$ cat src/rtl/conv_cfg_pkg.sv
package conv_cfg_pkg;
  typedef enum logic [2:0] {
    ADR_ROW_LEN = 3'd0,
    ADR_ALU     = 3'd1,
    ADR_COEF0   = 3'd2,
    ADR_COEF1   = 3'd3,
    ADR_INIT    = 3'd4,
    ADR_SEL0    = 3'd5,
    ADR_SEL1    = 3'd6,
    ADR_NOP     = 3'd7
  } cfg_addr_e;

  localparam int unsigned NUM_BANKS = 2;
endpackage

$ cat src/rtl/conv_cfg_wr_capture.sv
module conv_cfg_wr_capture #(
  parameter int unsigned DATA_W = 10
) (
  input  logic              clk_i,
  input  logic              rst_ni,
  input  logic              cs_ni,
  input  logic              ld_ni,
  input  logic [2:0]        addr_i,
  input  logic [DATA_W-1:0] data_i,
  output logic              wr_o,
  output logic [2:0]        wr_addr_o,
  output logic [DATA_W-1:0] wr_data_o
);
  logic              pend_q;
  logic [2:0]        addr_q;
  logic [DATA_W-1:0] data_q;

  // Last both-low edge wins; pending cleared on release.
  always_ff @(posedge clk_i or negedge rst_ni) begin
    if (!rst_ni) begin
      pend_q <= 1'b0;
      addr_q <= '0;
      data_q <= '0;
    end else if (!ld_ni && !cs_ni) begin
      pend_q <= 1'b1;
      addr_q <= addr_i;
      data_q <= data_i;
    end else if (ld_ni) begin
      pend_q <= 1'b0;
    end
  end

  // Commit on the edge that samples the strobe released.
  assign wr_o      = pend_q && ld_ni;
  assign wr_addr_o = addr_q;
  assign wr_data_o = data_q;
endmodule

$ cat src/rtl/conv_cfg_coef_bank.sv
module conv_cfg_coef_bank #(
  parameter int unsigned COEF_W = 8,
  parameter int unsigned TAPS   = 9
) (
  input  logic                   clk_i,
  input  logic                   rst_ni,
  input  logic                   we_i,
  input  logic [COEF_W-1:0]      data_i,
  output logic [TAPS*COEF_W-1:0] taps_o
);
  localparam int unsigned IDX_W = (TAPS > 1) ? $clog2(TAPS) : 1;
  localparam logic [IDX_W-1:0] LAST_IDX = IDX_W'(TAPS - 1);

  logic [IDX_W-1:0] idx_q;

  // Wrapping load index
  always_ff @(posedge clk_i or negedge rst_ni) begin
    if (!rst_ni)                 idx_q <= '0;
    else if (we_i && idx_q == LAST_IDX) idx_q <= '0;
    else if (we_i)               idx_q <= idx_q + 1'b1;
  end

  for (genvar k = 0; k < TAPS; k++) begin : g_tap
    logic [COEF_W-1:0] tap_q;
    always_ff @(posedge clk_i or negedge rst_ni) begin
      if (!rst_ni)                             tap_q <= '0;
      else if (we_i && idx_q == IDX_W'(k))     tap_q <= data_i;
    end
    assign taps_o[k*COEF_W +: COEF_W] = tap_q;
  end
endmodule

$ cat src/rtl/conv_cfg_scalar_regs.sv
module conv_cfg_scalar_regs #(
  parameter int unsigned RL_W   = 10,
  parameter int unsigned ALU_W  = 8,
  parameter int unsigned INIT_W = 9
) (
  input  logic              clk_i,
  input  logic              rst_ni,
  input  logic              we_rl_i,
  input  logic              we_alu_i,
  input  logic              we_init_i,
  input  logic              sel0_i,
  input  logic              sel1_i,
  input  logic [RL_W-1:0]   rl_i,
  input  logic [ALU_W-1:0]  alu_i,
  input  logic [INIT_W-1:0] init_i,
  output logic [RL_W-1:0]   rl_o,
  output logic [ALU_W-1:0]  alu_o,
  output logic [INIT_W-1:0] init_o,
  output logic              bank_o
);
  always_ff @(posedge clk_i or negedge rst_ni) begin
    if (!rst_ni) begin
      rl_o   <= '0;   // raw 0 reads as maximum row length
      alu_o  <= '0;
      init_o <= '0;
      bank_o <= 1'b0;
    end else begin
      if (we_rl_i)   rl_o   <= rl_i;
      if (we_alu_i)  alu_o  <= alu_i;
      if (we_init_i) init_o <= init_i;
      if (sel0_i)      bank_o <= 1'b0;
      else if (sel1_i) bank_o <= 1'b1;
    end
  end
endmodule

$ cat src/rtl/conv_cfg_if.sv
module conv_cfg_if
  import conv_cfg_pkg::*;
#(
  parameter int unsigned DATA_W    = 10,
  parameter int unsigned MAX_ROW   = 1024,
  parameter int unsigned COEF_W    = 8,
  parameter int unsigned ALU_W     = 8,
  parameter int unsigned INIT_W    = 9,
  parameter int unsigned TAPS      = 9,
  parameter int unsigned SHIFT_LSB = 7,
  localparam int unsigned RL_W     = $clog2(MAX_ROW),
  localparam int unsigned COEFS_W  = TAPS * COEF_W
) (
  input  logic               clk_i,
  input  logic               rst_ni,
  input  logic               cs_ni,
  input  logic               ld_ni,
  input  logic [2:0]         addr_i,
  input  logic [DATA_W-1:0]  data_i,
  output logic [RL_W:0]      row_len_o,
  output logic [ALU_W-1:0]   alu_code_o,
  output logic [INIT_W-1:0]  init_o,
  output logic               casc_ext_o,
  output logic [1:0]         casc_shift_o,
  output logic               bank_sel_o,
  output logic [COEFS_W-1:0] coef_o
);
  logic              wr;
  logic [2:0]        wr_addr;
  logic [DATA_W-1:0] wr_data;
  cfg_addr_e         wr_sel;
  logic [RL_W-1:0]   rl_raw;
  logic [NUM_BANKS-1:0] bank_we;
  logic [COEFS_W-1:0]   bank_taps [NUM_BANKS];

  conv_cfg_wr_capture #(.DATA_W(DATA_W)) u_cap (
    .clk_i     (clk_i),
    .rst_ni    (rst_ni),
    .cs_ni     (cs_ni),
    .ld_ni     (ld_ni),
    .addr_i    (addr_i),
    .data_i    (data_i),
    .wr_o      (wr),
    .wr_addr_o (wr_addr),
    .wr_data_o (wr_data)
  );

  assign wr_sel = cfg_addr_e'(wr_addr);

  conv_cfg_scalar_regs #(.RL_W(RL_W), .ALU_W(ALU_W), .INIT_W(INIT_W)) u_regs (
    .clk_i     (clk_i),
    .rst_ni    (rst_ni),
    .we_rl_i   (wr && wr_sel == ADR_ROW_LEN),
    .we_alu_i  (wr && wr_sel == ADR_ALU),
    .we_init_i (wr && wr_sel == ADR_INIT),
    .sel0_i    (wr && wr_sel == ADR_SEL0),
    .sel1_i    (wr && wr_sel == ADR_SEL1),
    .rl_i      (wr_data[RL_W-1:0]),
    .alu_i     (wr_data[ALU_W-1:0]),
    .init_i    (wr_data[INIT_W-1:0]),
    .rl_o      (rl_raw),
    .alu_o     (alu_code_o),
    .init_o    (init_o),
    .bank_o    (bank_sel_o)
  );

  assign bank_we[0] = wr && wr_sel == ADR_COEF0;
  assign bank_we[1] = wr && wr_sel == ADR_COEF1;

  for (genvar b = 0; b < NUM_BANKS; b++) begin : g_bank
    conv_cfg_coef_bank #(.COEF_W(COEF_W), .TAPS(TAPS)) u_bank (
      .clk_i  (clk_i),
      .rst_ni (rst_ni),
      .we_i   (bank_we[b]),
      .data_i (wr_data[COEF_W-1:0]),
      .taps_o (bank_taps[b])
    );
  end

  assign coef_o       = bank_sel_o ? bank_taps[1] : bank_taps[0];
  assign row_len_o    = (rl_raw == '0) ? (RL_W+1)'(MAX_ROW) : {1'b0, rl_raw};
  assign casc_ext_o   = init_o[0];
  assign casc_shift_o = init_o[SHIFT_LSB +: 2];
endmodule

$ cat config.mk
export PLATFORM = sky130hd
export DESIGN_NAME = conv_cfg_if
export DESIGN_NICKNAME = d
export VERILOG_FILES = /design/src/rtl/conv_cfg_pkg.sv /design/src/rtl/conv_cfg_wr_capture.sv /design/src/rtl/conv_cfg_coef_bank.sv /design/src/rtl/conv_cfg_scalar_regs.sv /design/src/rtl/conv_cfg_if.sv
export SDC_FILE = /design/constraint.sdc
export NUM_CORES = 1
export LEC_CHECK = 0
export ABC_AREA = 1
export BUFFER_PORTS_ARGS = -buffer_cell sky130_fd_sc_hd__buf_2
export CORE_UTILIZATION = 62
export CTS_CLUSTER_SIZE = 28
export DETAILED_ROUTE_END_ITERATION = 8
export HOLD_SLACK_MARGIN = 0.08
export PLACE_DENSITY_LB_ADDON = 0.2
export SETUP_SLACK_MARGIN = 0.3
export SLEW_MARGIN = 20
export SYNTH_ARGS = -nofsm -noshare
export SYNTH_HDL_FRONTEND = slang
export SYNTH_SLANG_ARGS = --single-unit
export TNS_END_PERCENT = 10
$ cat constraint.sdc
create_clock -name clk_i -period 4.35 [get_ports clk_i]
set_input_delay 0.2175 -clock clk_i [delete_from_list [all_inputs] [get_ports clk_i]]
set_output_delay 0.2175 -clock clk_i [all_outputs]
set_load 0.05 [all_outputs]
---- Yosys cells after proc, flatten, opt, wreduce, memory -nomap -nowiden ----
Cells that the tools add are included.
word-level totals
  bits in writable memories ............... 0
  flip-flop bits (word level) ............. 194
  memories ................................ 0
  bits in read-only memories .............. 0
  output and inout port bits .............. 104
  latch bits .............................. 0
  input port bits ......................... 17
operators by class
  bitwise gates (word level) .............. 0
  multipliers ............................. 0
  order comparisons ....................... 0
  reductions and logical operators ........ 37
  add/subtract/negate cells ............... 2
  divide/modulo/power cells ............... 0
  shifts and indexed selects .............. 0
  equality and inequality tests ........... 22
  multiplexer cells ....................... 10
operator list
  kind                                                             count
  72-bit 2-to-1 mux                                                1
  4-bit by 3-bit == test with 1-bit output, second input constant  8
  1-bit logical AND                                                27
  4-bit by 2-bit == test with 1-bit output, second input constant  4
  4-bit 2-to-1 mux                                                 4
  11-bit 2-to-1 mux                                                1
  10-bit zero test                                                 1
  3-bit == test, second input constant                             3
  4-bit by 1-bit adder with 4-bit output, second input constant    2
  4-bit by 1-bit == test with 1-bit output, second input constant  2
  4-bit == test, second input constant                             2
  4-bit zero test                                                  2
  2-bit nonzero test                                               4
  3-bit by 2-bit == test with 1-bit output, second input constant  2
  1-bit 2-to-1 mux                                                 4
  3-bit by 1-bit == test with 1-bit output, second input constant  1
  3-bit zero test                                                  1
  1-bit zero test                                                  2

---- Logic depth before layout (Yosys ltp) ----
  word-level depth ........................ 4
  gate-level depth with buffers ........... 8
  gate-level depth less buffers ........... 7

---- By module ----
From an unflattened synthesis, not the netlist that was laid out.
unflattened totals
  cells, all modules ...................... 1,008
  area total of the unflattened synthesis .. 8,528.2 um^2
modules (own cells, without submodules)
  module                instances  cells an instance  area an instance (um^2)
  conv_cfg_coef_bank    2          281                2,834.0
  conv_cfg_if           1          268                1,228.7
  conv_cfg_scalar_regs  1          117                1,067.3
  conv_cfg_wr_capture   1          61                 564.3

---- Worst setup path after synthesis ----
No wires, ideal clock.
  kind .................................... register to output
  start point ............................. register u_regs.bank_o
  end point ............................... output port coef_o[0]
  setup slack ............................. 2.489 ns
  cell stages (with the launch flop) ...... 5
  data arrival time ....................... 1.644 ns
  cells stage by stage .................... dfrtp_1 -> clkbuf_1 -> clkbuf_1 -> nand2_1 -> nand2_1
between the ends
  longest elaborated chain between the ends .. 1
ends and longest elaborated chain
  item                    line                        RTL
  start, declared         conv_cfg_scalar_regs.sv:19  output logic bank_o
  start signal, assigned  conv_cfg_scalar_regs.sv:26  bank_o <= 1'b0;
  start signal, assigned  conv_cfg_scalar_regs.sv:31  if (sel0_i) bank_o <= 1'b0;
  start signal, assigned  conv_cfg_scalar_regs.sv:32  else if (sel1_i) bank_o <= 1'b1;
  72-bit 2-to-1 mux       conv_cfg_if.sv:80           assign coef_o = bank_sel_o ? bank_taps[1] : bank_taps[0];
  end, declared           conv_cfg_if.sv:26           output logic [COEFS_W-1:0] coef_o
Every way passes these cells.

---- Final worst setup path ----
  start point ............................. register u_regs.bank_o
  end point ............................... output port coef_o[30]
The elaborated chain is that of the path after synthesis.

==> PnR_summary.wiki <==
{| class="wikitable"
! Metric !! Value
|-
| Number of synthesized flops with an enable pin || 0
|-
| Dominant synthesized flop cell || sky130_fd_sc_hd__dfrtp_1
|-
| Hold path depth || 4
|-
| Post-detailed-routing wire length || 22300 um
|-
| Number of global-route vias before repair || 7276
|-
| Data arrival at the endpoint of the critical path || 2.33 ns
|-
| Ratio of routed vias to standard cells || 5.46
|-
| Wire length of the first global-routing pass || 36500 um
|-
| Start of the worst register-to-register path || u_cap.wr_addr_o[2]
|-
| DRC Markers || 0
|-
| Sink Count || 194
|-
| Class of the tightest hold or removal check || input port to flip-flop
|-
| GRT Util Overall || 32.5%
|-
| Grt total ovfl || 0
|-
| Mapped Nets || 1152
|-
| Ports placed on the boundary || 121
|-
| Final hold violation count || 0
|-
| H-tree depth reported by CTS || 4
|-
| Number of pins with negative max-slew slack in the final report || 0
|-
| Reported leakage power || 5.91 nW
|-
| Worst Path Class, Setup || flip-flop to primary output
|-
| Worst vdd rail ir drop || 0.486 mV
|-
| Overall die height || 121 um
|-
| Growth of design area from synthesis to finish || 16.4%
|-
| Period Utilization, post-route || 58.5%
|-
| Multiplexer share of the synthesized area || 0%
|-
| Area share of xor/xnor cells in the synthesized design || 0.200%
|-
| Finished Cell Area || 10200 sq um
|-
| Compound-gate portion of the synthesized area || 2.74%
|-
| Number of setup violations in the final report || 0
|-
| Result of the run || completed
|-
| Count of standard-cell rows || 43
|-
| Main combinational cell family by area after synthesis || simple AND/OR/NAND/NOR gates
|-
| Seq cells post-synth || 194
|-
| Final hold slack || 0.216 ns
|-
| HPWL Detailed || 13400 um
|-
| Capture point of the worst reg-to-reg path || g_bank[1].u_bank.g_tap[2].tap_q[6]
|-
| Weighted congestion at the end of routability-driven global placement || 0.788
|-
| Adder-Cell Fraction of Synth Area || 1.14%
|-
| Number of nets in the final layout || 1251
|-
| Setup slack of the worst register-to-register path || 2.03 ns
|-
| Sum of negative setup slack || 0 ns
|-
| Ratio of cells with drive above 1 in the final layout || 14.8%
|-
| Starting utilization of the core area || 63.4%
|-
| Drt pass-1 iters || 5
|-
| Clock tree skew after final layout || 0.00575 ns
|-
| Post-route setup slack || 1.80 ns
|-
| Die X || 121 um
|-
| Number of library cell types mapped by synthesis || 18
|-
| Iteration-0 DRC Markers || 886
|-
| Vias || 7739
|-
| Largest fanout of any net on the critical path || 48
|-
| Area fraction of the dominant cell type after synthesis || 55.4%
|-
| Final design utilization || 73.8%
|-
| Post-place setup slack || 2.07 ns
|-
| Startpoint kind of the worst setup timing path || flip-flop
|-
| Proportion of synthesized chip area in sequential cells || 55.4%
|-
| Antenna violations before repair || 0
|-
| Total Die Area || 14600 sq um
|-
| F_max || 0.393 GHz
|-
| Worst skew pair latency || 0.44 ns
|-
| FILL cells || 1063
|-
| Pin count of the biggest net entering global routing || 106
|-
| Number of nets still failing antenna checks after routing || 0
|-
| Least-Margin Pin Slew || 1.05 ns
|-
| Crit path time final || 2.55 ns
|-
| WP data required || 4.13 ns
|-
| Leading post-synthesis cells by cell area || sky130_fd_sc_hd__dfrtp_1, sky130_fd_sc_hd__nand2_1, sky130_fd_sc_hd__nand3_1
|-
| Inserted Diodes || 0
|-
| Type of element capturing the critical path || primary output
|-
| Root buffer cell || sky130_fd_sc_hd__clkbuf_16
|-
| Hold Path Origin || ld_ni
|-
| Clk buf depth || 2
|-
| Area of the core || 13800 sq um
|-
| TritonCTS Buffers || 17
|-
| Number of port buffers || 120
|-
| TritonCTS clock tree || done
|-
| Post-Syn Area per Cell || 7.78 sq um
|-
| Post-synthesis instance area || 8770 sq um
|-
| Power Dens Cells || 606 nW/um^2
|-
| Maximum capacitance violations || 0
|-
| Top-count cell post-synth || sky130_fd_sc_hd__nand2_1
|-
| Worst slew margin || 30.1%
|-
| Fraction of synthesis flops using an asynchronous set or reset pin || 100%
|-
| Post-CTS Setup Bufs || 0
|-
| Endpoint with the worst hold slack || u_regs.bank_o
|-
| Count of synthesis-stage warnings from yosys || 0
|-
| Leading area contributor after synthesis || sky130_fd_sc_hd__dfrtp_1
|-
| Instance count of the mapped netlist || 1127
|-
| Clock-pin slew of the registers on the worst-case setup and hold paths || 0.06 ns
|-
| Average routed wire per standard cell || 15.7 um
|-
| Number of cells traversed by the worst register-to-register path || 7
|-
| Commonest cells in the synthesized netlist || sky130_fd_sc_hd__nand2_1, sky130_fd_sc_hd__dfrtp_1, sky130_fd_sc_hd__nand3_1
|-
| Setup repair after global routing missed its margin || no
|-
| Post-Place Cell Area || 9430 sq um
|-
| Simple-gate portion of the synthesized area || 35.9%
|}
==> kinds of logic (layout without fill, tap and decap cells) <==
logic type | after synthesis | in the layout
compound gates | 48 | 48
xor+xnor | 2 | 2
fa+ha+maj | 8 | 8
buf+inv | 103 | 214
flops | 194 | 194
simple gates | 772 | 772
==> how the worst max path moves through the flow <==
stage                       start                            endpoint  slack, ns  cells after the start
4_1_cts             u_regs.bank_o                          coef_o[30]       1.79                      5
3_5_place_dp   u_cap.wr_addr_o[2]  g_bank[1].u_bank.g_tap[3].tap_q[5]       2.07                      7
5_1_grt             u_regs.bank_o                          coef_o[13]       1.66                      5
2_1_floorplan       u_regs.bank_o                           coef_o[0]       2.49                      4
6_report            u_regs.bank_o                          coef_o[30]       1.80                      5
3_3_place_gp   u_cap.wr_addr_o[2]  g_bank[0].u_bank.g_tap[2].tap_q[6]       2.15                      6
==> registers in the layout, summed over array words and instances, names as in the netlist, 3 cells and up <==
register and cells:
g_bank.u_bank.idx_q 8, u_regs.alu_o 8, g_bank.u_bank.g_tap.tap_q 144, u_cap.wr_data_o 10
u_cap.wr_addr_o 3, u_regs.rl_o 10, u_regs.init_o 9
==> what timing repair did <==
item / CTS / global route
gates resized for setup: 0 / 0
hold buffers: 16 / 0
endpoints found under the hold margin: 118 / 0
==> power by group <==
group / internal [mW] / switching, mW / total (mW)
Sequential: 2.12 / 0.311 / 2.44
Clock: 0.984 / 0.658 / 1.64
Combinational: 0.442 / 1.66 / 2.11
==> area by class of cell <==
class                   count  area, sq um  area share [%]
flip-flops and latches    194         4860            47.6
multi-input cells         830         3510            34.4
repair buffers            147          862            8.45
clock buffers              20          457            4.47
well taps                 180          225            2.21
clock inverters            11          160            1.57
inverters                  36          135            1.32
==> layer usage <==
metal | track usage (%) | vias up | routed length (um)
met5 | 0 | - | 0
met1 | 45.8 | 3667 | 9460
li1 | - | 3733 | -
met2 | 50.7 | 298 | 10700
met4 | 11.7 | 0 | 473
met3 | 5.87 | 41 | 1640
==> worst max-delay path, cell delays in order, from the launching register on <==
cell	delay, ns
sky130_fd_sc_hd__dfrtp_2	0.45
sky130_fd_sc_hd__inv_2	0.38
sky130_fd_sc_hd__buf_4	0.53
sky130_fd_sc_hd__nand2_1	0.10
sky130_fd_sc_hd__nand2_1	0.13
sky130_fd_sc_hd__buf_2	0.28
==> per-stage QoR <==
step	cells	total power, mW
2_1_floorplan	1127	4.00
3_3_place_gp	1371	4.49
3_5_place_dp	1371	4.53
4_1_cts	1418	6.18
5_1_grt	1418	6.48
6_report	1418	6.18
==> layout by cell type, fill, tap and decap left out, types with 4 or more instances in the layout <==
| cell | instances |
|---|---|
| sky130_fd_sc_hd__buf_2 | 119 |
| sky130_fd_sc_hd__buf_4 | 10 |
| sky130_fd_sc_hd__bufinv_16 | 4 |
| sky130_fd_sc_hd__clkbuf_16 | 17 |
| sky130_fd_sc_hd__clkinv_2 | 5 |
| sky130_fd_sc_hd__dfrtp_1 | 193 |
| sky130_fd_sc_hd__dlygate4sd3_1 | 16 |
| sky130_fd_sc_hd__ha_1 | 8 |
| sky130_fd_sc_hd__inv_1 | 33 |
| sky130_fd_sc_hd__nand2_1 | 593 |
| sky130_fd_sc_hd__nand3_1 | 145 |
| sky130_fd_sc_hd__nand4_1 | 5 |
| sky130_fd_sc_hd__nor2_1 | 8 |
| sky130_fd_sc_hd__nor2_2 | 17 |
| sky130_fd_sc_hd__o21ai_0 | 47 |
(Power assumes the default switching activity.)
